`src/rtl/txo_pkg.sv`:
```
package txo_pkg;

   typedef enum logic [1:0] {
      FMT_NRZ_SR = 2'b00,
      FMT_NRZ_DR = 2'b01,
      FMT_RZ     = 2'b10,
      FMT_RSV    = 2'b11
   } txo_fmt_e;

   // The transmit clock is watched only for NRZ formats and only when the
   // channel really transmits on its own clock.
   function automatic logic clk_check_on(input txo_fmt_e fmt,
                                         input logic     loopback,
                                         input logic     int_pattern);
      return ((fmt == FMT_NRZ_SR) || (fmt == FMT_NRZ_DR)) && !loopback && !int_pattern;
   endfunction

endpackage

```
`src/rtl/txo_edge_watch.sv`:
```
module txo_edge_watch #(
   parameter int SYNC_STAGES = 2,
   parameter int LIMIT       = 64
) (
   input  logic clk,
   input  logic rst_n,
   input  logic sig_in,
   output logic lost
);
   localparam int CW = $clog2(LIMIT + 1);
   localparam logic [CW-1:0] LIM = CW'(LIMIT);

   if (SYNC_STAGES < 2) begin : g_bad_sync
      $error("txo_edge_watch: SYNC_STAGES must be at least 2");
   end
   if (LIMIT < 2) begin : g_bad_limit
      $error("txo_edge_watch: LIMIT must be at least 2");
   end

   logic [SYNC_STAGES:0] sh;
   logic [CW-1:0]        cnt;
   logic                 edge_seen;

   always_ff @(posedge clk or negedge rst_n) begin
      if (!rst_n) sh <= '0;
      else        sh <= {sh[SYNC_STAGES-1:0], sig_in};
   end

   assign edge_seen = sh[SYNC_STAGES] ^ sh[SYNC_STAGES-1];

   always_ff @(posedge clk or negedge rst_n) begin
      if (!rst_n)            cnt <= '0;
      else if (edge_seen)    cnt <= '0;
      else if (cnt != LIM)   cnt <= cnt + 1'b1;
   end

   assign lost = (cnt == LIM);

endmodule

```
`src/rtl/txo_rst_qual.sv`:
```
module txo_rst_qual #(
   parameter int MIN_LOW = 4,
   parameter int SW_HOLD = 16
) (
   input  logic clk,
   input  logic rst_n,
   input  logic pin_n,
   input  logic sw_pulse,
   output logic active
);
   localparam int LW = $clog2(MIN_LOW + 2);
   localparam int SW = $clog2(SW_HOLD + 1);
   localparam logic [LW-1:0] LOW_TOP = LW'(MIN_LOW + 1);
   localparam logic [SW-1:0] SW_TOP  = SW'(SW_HOLD);

   if (MIN_LOW < 1) begin : g_bad_min
      $error("txo_rst_qual: MIN_LOW must be at least 1");
   end
   if (SW_HOLD < 1) begin : g_bad_hold
      $error("txo_rst_qual: SW_HOLD must be at least 1");
   end

   logic [1:0]    pin_s;
   logic [LW-1:0] low_cnt;
   logic [SW-1:0] sw_cnt;

   always_ff @(posedge clk or negedge rst_n) begin
      if (!rst_n) pin_s <= 2'b11;
      else        pin_s <= {pin_s[0], pin_n};
   end

   always_ff @(posedge clk or negedge rst_n) begin
      if (!rst_n)                 low_cnt <= '0;
      else if (pin_s[1])          low_cnt <= '0;
      else if (low_cnt != LOW_TOP) low_cnt <= low_cnt + 1'b1;
   end

   always_ff @(posedge clk or negedge rst_n) begin
      if (!rst_n)           sw_cnt <= '0;
      else if (sw_pulse)    sw_cnt <= SW_TOP;
      else if (sw_cnt != 0) sw_cnt <= sw_cnt - 1'b1;
   end

   assign active = (low_cnt == LOW_TOP) || sw_pulse || (sw_cnt != '0);

endmodule

```
`src/rtl/txo_recover.sv`:
```
module txo_recover #(
   parameter int RECOVER_CYC = 2048
) (
   input  logic clk,
   input  logic rst_n,
   input  logic pd,
   output logic idle,
   output logic ready
);
   localparam int RW = $clog2(RECOVER_CYC + 1);
   localparam logic [RW-1:0] R_TOP = RW'(RECOVER_CYC);

   if (RECOVER_CYC < 2) begin : g_bad_rec
      $error("txo_recover: RECOVER_CYC must be at least 2");
   end

   logic [RW-1:0] cnt;

   always_ff @(posedge clk or negedge rst_n) begin
      if (!rst_n)         cnt <= '0;
      else if (pd)        cnt <= R_TOP;
      else if (cnt != 0)  cnt <= cnt - 1'b1;
   end

   assign idle = !pd && (cnt == '0);

   always_ff @(posedge clk or negedge rst_n) begin
      if (!rst_n) ready <= 1'b0;
      else        ready <= idle;
   end

endmodule

```
`src/rtl/txo_hiz_ctrl.sv`:
```
module txo_hiz_ctrl
   import txo_pkg::*;
#(
   parameter int N_CH          = 21,
   parameter int SYNC_STAGES   = 2,
   parameter int MCLK_LOSS_CYC = 2048,
   parameter int TXCLK_LOSS_CYC = 64,
   parameter int RST_MIN_CYC   = 4,
   parameter int SWRST_CYC     = 16,
   parameter int RECOVER_CYC   = 2048
) (
   input  logic              clk,
   input  logic              por_n,
   input  logic              oe_pin,
   input  logic              hw_rst_n,
   input  logic              sw_rst,
   input  logic              mclk,
   input  logic [N_CH-1:0]   tx_clk,
   input  logic [N_CH-1:0]   ch_oe,
   input  logic [N_CH-1:0]   ch_pd,
   input  logic [N_CH-1:0]   ch_rst,
   input  logic [N_CH-1:0]   ocp_flag,
   input  logic [N_CH-1:0]   ocp_hiz_en,
   input  logic [N_CH-1:0]   remote_lb,
   input  logic [N_CH-1:0]   int_pat,
   input  logic [2*N_CH-1:0] tx_fmt,
   output logic [N_CH-1:0]   drv_en,
   output logic [N_CH-1:0]   mf_en,
   output logic [N_CH-1:0]   tx_ready
);
   if (N_CH < 1 || N_CH > 64) begin : g_bad_nch
      $error("txo_hiz_ctrl: N_CH must lie in 1..64");
   end

   logic mclk_lost;
   logic rst_act;
   logic glob_hiz;

   txo_edge_watch #(.SYNC_STAGES(SYNC_STAGES), .LIMIT(MCLK_LOSS_CYC)) u_mclk_watch (
      .clk    (clk),
      .rst_n  (por_n),
      .sig_in (mclk),
      .lost   (mclk_lost)
   );

   txo_rst_qual #(.MIN_LOW(RST_MIN_CYC), .SW_HOLD(SWRST_CYC)) u_rst_qual (
      .clk      (clk),
      .rst_n    (por_n),
      .pin_n    (hw_rst_n),
      .sw_pulse (sw_rst),
      .active   (rst_act)
   );

   assign glob_hiz = !oe_pin || mclk_lost || rst_act;

   for (genvar i = 0; i < N_CH; i++) begin : g_ch
      logic     tclk_lost;
      logic     rec_idle;
      logic     ch_hiz;
      logic     drv_q;
      logic     mf_q;
      txo_fmt_e fmt;

      assign fmt = txo_fmt_e'(tx_fmt[2*i +: 2]);

      txo_edge_watch #(.SYNC_STAGES(SYNC_STAGES), .LIMIT(TXCLK_LOSS_CYC)) u_tclk_watch (
         .clk    (clk),
         .rst_n  (por_n),
         .sig_in (tx_clk[i]),
         .lost   (tclk_lost)
      );

      txo_recover #(.RECOVER_CYC(RECOVER_CYC)) u_recover (
         .clk   (clk),
         .rst_n (por_n),
         .pd    (ch_pd[i]),
         .idle  (rec_idle),
         .ready (tx_ready[i])
      );

      assign ch_hiz = !ch_oe[i] || !rec_idle || ch_rst[i]
                   || (ocp_flag[i] && ocp_hiz_en[i])
                   || (tclk_lost && clk_check_on(fmt, remote_lb[i], int_pat[i]));

      always_ff @(posedge clk or negedge por_n) begin
         if (!por_n) begin
            drv_q <= 1'b0;
            mf_q  <= 1'b0;
         end else begin
            drv_q <= !(glob_hiz || ch_hiz);
            mf_q  <= !ch_pd[i];
         end
      end

      assign drv_en[i] = drv_q;
      assign mf_en[i]  = mf_q;
   end

endmodule

```
`config.mk`:
```
export PLATFORM = sky130hd
export DESIGN_NAME = txo_hiz_ctrl
export DESIGN_NICKNAME = d
export VERILOG_FILES = /design/src/rtl/txo_pkg.sv /design/src/rtl/txo_edge_watch.sv /design/src/rtl/txo_rst_qual.sv /design/src/rtl/txo_recover.sv /design/src/rtl/txo_hiz_ctrl.sv
export SDC_FILE = /design/constraint.sdc
export NUM_CORES = 1
export LEC_CHECK = 0
export BUFFER_PORTS_ARGS = -buffer_cell sky130_fd_sc_hd__buf_2
export CAP_MARGIN = 20
export CORE_ASPECT_RATIO = 1.75
export CORE_MARGIN = 2
export CORE_UTILIZATION = 54
export DETAILED_ROUTE_END_ITERATION = 10
export HOLD_SLACK_MARGIN = 0.12
export PLACE_DENSITY_LB_ADDON = 0.2
export SETUP_SLACK_MARGIN = 0.1
export SLEW_MARGIN = 20
export SYNTH_ARGS = -nofsm -noshare
export SYNTH_HDL_FRONTEND = slang
export SYNTH_SLANG_ARGS = --single-unit
```
`constraint.sdc`:
```
create_clock -name clk -period 2.2 [get_ports clk]
set_input_delay 0.55 -clock clk [delete_from_list [all_inputs] [get_ports clk]]
set_output_delay 0.55 -clock clk [all_outputs]
set_load 0.005 [all_outputs]
```
==> flow_summary_export.csv <==
group,metric,value,unit
synthesis,synth_area_leaders,"dfrtp_1 52%, nor2_1 5.1%, ha_1 4.3%",
timing,slew_headroom,0.592,
min_path,worstHoldPathCells,4,
min_path,hold_start,"ch_rst[8]",
clock_tree,numCtsBuffers,51,
setup_path,crit_chain,"inv_2 -> ha_4 -> or4b_4 -> or4b_4 -> nand3_2 -> mux2_4",
routing,ant_nets,0,
timing,fin_hold_ws,0.208,ns
layout,nFillCells,3975,
grt,grt_pass1_wl,89800,µm
placed_design,dp.final_hpwl,37500,µm
synthesis,ys_types,63,
timing,maxSlewViolCount,0,
routing,routed-via-count,19729,
clock_tree,cts-root-buf,"clkbuf_16",
synthesis,postSynthAreaPerCell,10.3,µm²
setup_path,crit_top_cell,"or4b_4",
timing,hold_viol_final,0,
timing,finalCritPeriodShare,0.969,
synthesis,synthesis.nets,2870,
power,vdd_drop_max,731,µV
clock_tree,htreeDepth,2,
timing,setup_viol,0,
min_path,hold_end,"g_ch[8].drv_q$_DFF_PN0_",
timing,period_needed,2.13,ns
timing,tightest_slew,0.611,ns
setup_path,cp-start-kind,"flip-flop",
setup_path,end_kind,"flip-flop",
setup_path,r2r_slack,0.07,ns
layout,multiInputGateArea,11500,µm²
setup_path,cpMaxStageDelayCell,"or4b_4",
status,status,"finished, final reports clean",
layout,area_growth,15.7,%
grt,grt_overflow,0,
grt,grtUsageMet1,0.229,
power,report.power.total,34.6,mW
die,rows,107,
setup_path,worstSetupPathType,"reg -> reg",
min_path,hold_class,"in -> reg",
routing,drt_iter0_drc,904,
grt,grt_use_total,0.210,
clock_tree,clock_latency,0.58,ns
routing,first_pass_iters,7,
setup_path,critPathMaxFanout,3,
timing,clock_skew,0.0191,ns
setup_path,r2r-end,"g_ch[18].u_recover.cnt[8]$_DFFE_PN0P_",
synthesis,synth_seq_area_share,0.522,
die,die_h,296,µm
synthesis,synthCells,2564,
placed_design,preCtsSetupSlack,0.00343,ns
synthesis,ys_warn_count,0,
synthesis,synth_ff_type,"dfrtp_1",
power,powerDensity,1130,nW/µm²
grt,antenna_found_initial,1,
timing,postLayoutSetupSlackWorst,0.0683,ns
synthesis,synth-edff-count,0,
routing,routedWlPerCell,15.0,µm
die,fp.coreArea,48500,µm²
synthesis,yosys.area.top_type_share,0.520,
power,combPwrFrac,0.314,
clock_tree,clock_path_buffers,3,
power,seqPwrFrac,0.418,
timing,tns,0,ns
routing,viasPerCell,5.57,
power,swShare,0.345,
layout,seqCellArea,13800,µm²
setup_path,reg2reg_depth,6,
grt,grt_max_degree,80,
setup_path,r2r-start,"g_ch[18].u_recover.cnt[1]$_DFFE_PN0P_",
clock_tree,cts_sinks,550,
die,ios,279,
synthesis,syn-cell-area,26400,µm²
power,power.clock.fraction,0.267,
grt,use_met2,0.408,
timing,rsz0062_at_grt,"true",
grt,grt_pass1_vias,20275,
layout,layout.nets,3154,
power,internal-power,22.7,mW
placed_design,place_congestion,0.837,
layout,n_antenna_cell,0,
layout,layout-drive-gt1-share,0.171,
flow_run,maxCapViolations,0,
power,leakagePower,14.2,nW
grt,use_met3,0.0275,
setup_path,cp.arrival,2.59,ns
die,initial_utilization,0.545,
setup_path,cpPeakStageDelay,0.52,ns
routing,wl,53100,µm
setup_path,cp_num_buf_inv,1,
routing,drc,0,
setup_path,critPathRequiredTime,2.66,ns
die,die_x,171,µm
grt,busiest_layer,"met2",
synthesis,async_reset_ff_frac,1.00,
placed_design,io_buffers,257,
clock_tree,path_clk_slew,0.07,ns
setup_path,path_delay_family,"simple AND/OR/NAND/NOR gates",
die,dieArea,50700,µm²
timing,max_freq,469,MHz
synthesis,ys_seq_elements,550,
clock_tree,cts_tree,"done",
layout,final_util,0.630,
power,netSwitchingPower,11.9,mW
synthesis,yosysTopAreaCell,"dfrtp_1",
Yosys cell counts (48+ instances only):
cell and count:
dfrtp_1 548, nor2_1 361, inv_1 148, a21oi_1 126, nand3_1 116, xor2_1 107
xnor2_1 106, ha_1 90, nand2_1 77, nor4_1 75, buf_4 63, nor3_1 63
a211oi_1 51, clkbuf_1 48
worst max-delay path by stage:
stage | from | end | slack (ns) | depth (start not counted)
5_1_grt | g_ch[18].u_recover.cnt[1]$_DFFE_PN0P_ | g_ch[18].u_recover.cnt[8]$_DFFE_PN0P_ | 0.02 | 6
6_report | g_ch[18].u_recover.cnt[1]$_DFFE_PN0P_ | g_ch[18].u_recover.cnt[8]$_DFFE_PN0P_ | 0.07 | 6
3_3_place_gp | g_ch[18].u_recover.cnt[1]$_DFFE_PN0P_ | g_ch[18].u_recover.cnt[0]$_DFFE_PN0P_ | 0.08 | 7
2_1_floorplan | g_ch[18].u_recover.cnt[0]$_DFFE_PN0P_ | g_ch[18].u_recover.cnt[8]$_DFFE_PN0P_ | 0.06 | 7
3_5_place_dp | g_ch[11].u_recover.cnt[1]$_DFFE_PN0P_ | g_ch[11].u_recover.cnt[6]$_DFFE_PN0P_ | 0.003 | 6
4_1_cts | g_ch[18].u_recover.cnt[1]$_DFFE_PN0P_ | g_ch[18].u_recover.cnt[8]$_DFFE_PN0P_ | 0.1 | 6
through the flow:
| stage | area [µm²] | std cells |
|---|---|---|
| finish | 30500 | 3543 |
| CTS | 30400 | 3542 |
| global route | 30500 | 3543 |
| floorplan | 26400 | 2564 |
| global placement | 28400 | 3423 |
| detailed placement | 28400 | 3423 |
final cells by class:
class / instances / share of cell area
multi-input cells: 1753 / 0.378
flip-flops and latches: 550 / 0.451
repair buffers: 344 / 0.0685
clock buffers: 76 / 0.0514
inverters: 148 / 0.0182
clock inverters: 18 / 0.00672
well taps: 654 / 0.0268
metal layers:
layer	routed length, µm	up-vias
li1	-	9533
met1	20400	9739
met2	29100	348
met3	1880	109
met4	1650	0
met5	0	-
logic make-up after synthesis:
kind of cell             after synthesis  synth area share
AND/OR/NAND/NOR                     1030             0.205
flip-flops                           550             0.522
AO/OA/AOI/OAI                        360            0.0905
buffers and inverters                261            0.0462
XOR/XNOR                             213            0.0707
adder cells (fa/ha/maj)               90            0.0427
multiplexers                          60            0.0237
sequential cells by signal (all words and copies together) (netlist names):
| signal | count |
|---|---|
| u_mclk_watch.cnt | 12 |
| u_rst_qual.pin_s | 2 |
| g_ch.u_recover.cnt | 252 |
| u_mclk_watch.sh | 3 |
| g_ch.u_tclk_watch.sh | 63 |
| g_ch.drv_q | 21 |
| g_ch.u_tclk_watch.cnt | 147 |
| u_rst_qual.low_cnt | 3 |
| g_ch.mf_q | 21 |
| g_ch.u_recover.ready | 21 |
| u_rst_qual.sw_cnt | 5 |
worst register-to-register path: stages (launching register included):
cell and delay, ns:
dfrtp_1 0.41, inv_2 0.10, ha_4 0.12, or4b_4 0.46, or4b_4 0.53, nand3_2 0.10, mux2_4 0.29
power by group through the flow:
stage               clock network, mW  logic [mW]  registers [mW]
floorplan                           0        8.06            14.0
global placement                    0        10.1            14.4
detailed placement                  0        10.6            14.5
CTS                              9.50        10.8            14.4
global route                     9.91        12.3            14.8
finish                           9.25        10.9            14.5
layout by cell type, fill, tap and decap left out, types with 7 or more instances in the layout:
master         instances
dfrtp_1              548
nor2_1               361
buf_2                256
inv_1                146
a21oi_1              124
nand3_1              115
xor2_1               107
xnor2_1              105
ha_1                  89
nand2_1               77
nor4_1                73
nor3_1                62
buf_4                 56
clkbuf_16             52
a211oi_1              50
nand2b_1              46
or4_1                 46
o31ai_1               43
mux2i_1               40
o21ai_0               35
or3_1                 34
nor2b_1               32
and3_1                32
nand4_1               31
nand3b_1              27
o41ai_1               26
dlygate4sd3_1         24
mux2_2                19
clkbuf_8              18
nor3b_1               15
nor4b_1               13
or2_2                 13
clkinv_2              12
a31o_2                11
or3b_2                11
o211ai_1               8
o2111ai_1              7
a31oi_1                7
repair_timing:
action,CTS,global route
resized for setup,8,21
hold buffers,24,0
pin swaps,0,2
setup buffers,1,1
hold endpoints to repair,45,0
setup endpoints to repair,13,27
No activity file was read; power rests on OpenSTA's default activity.
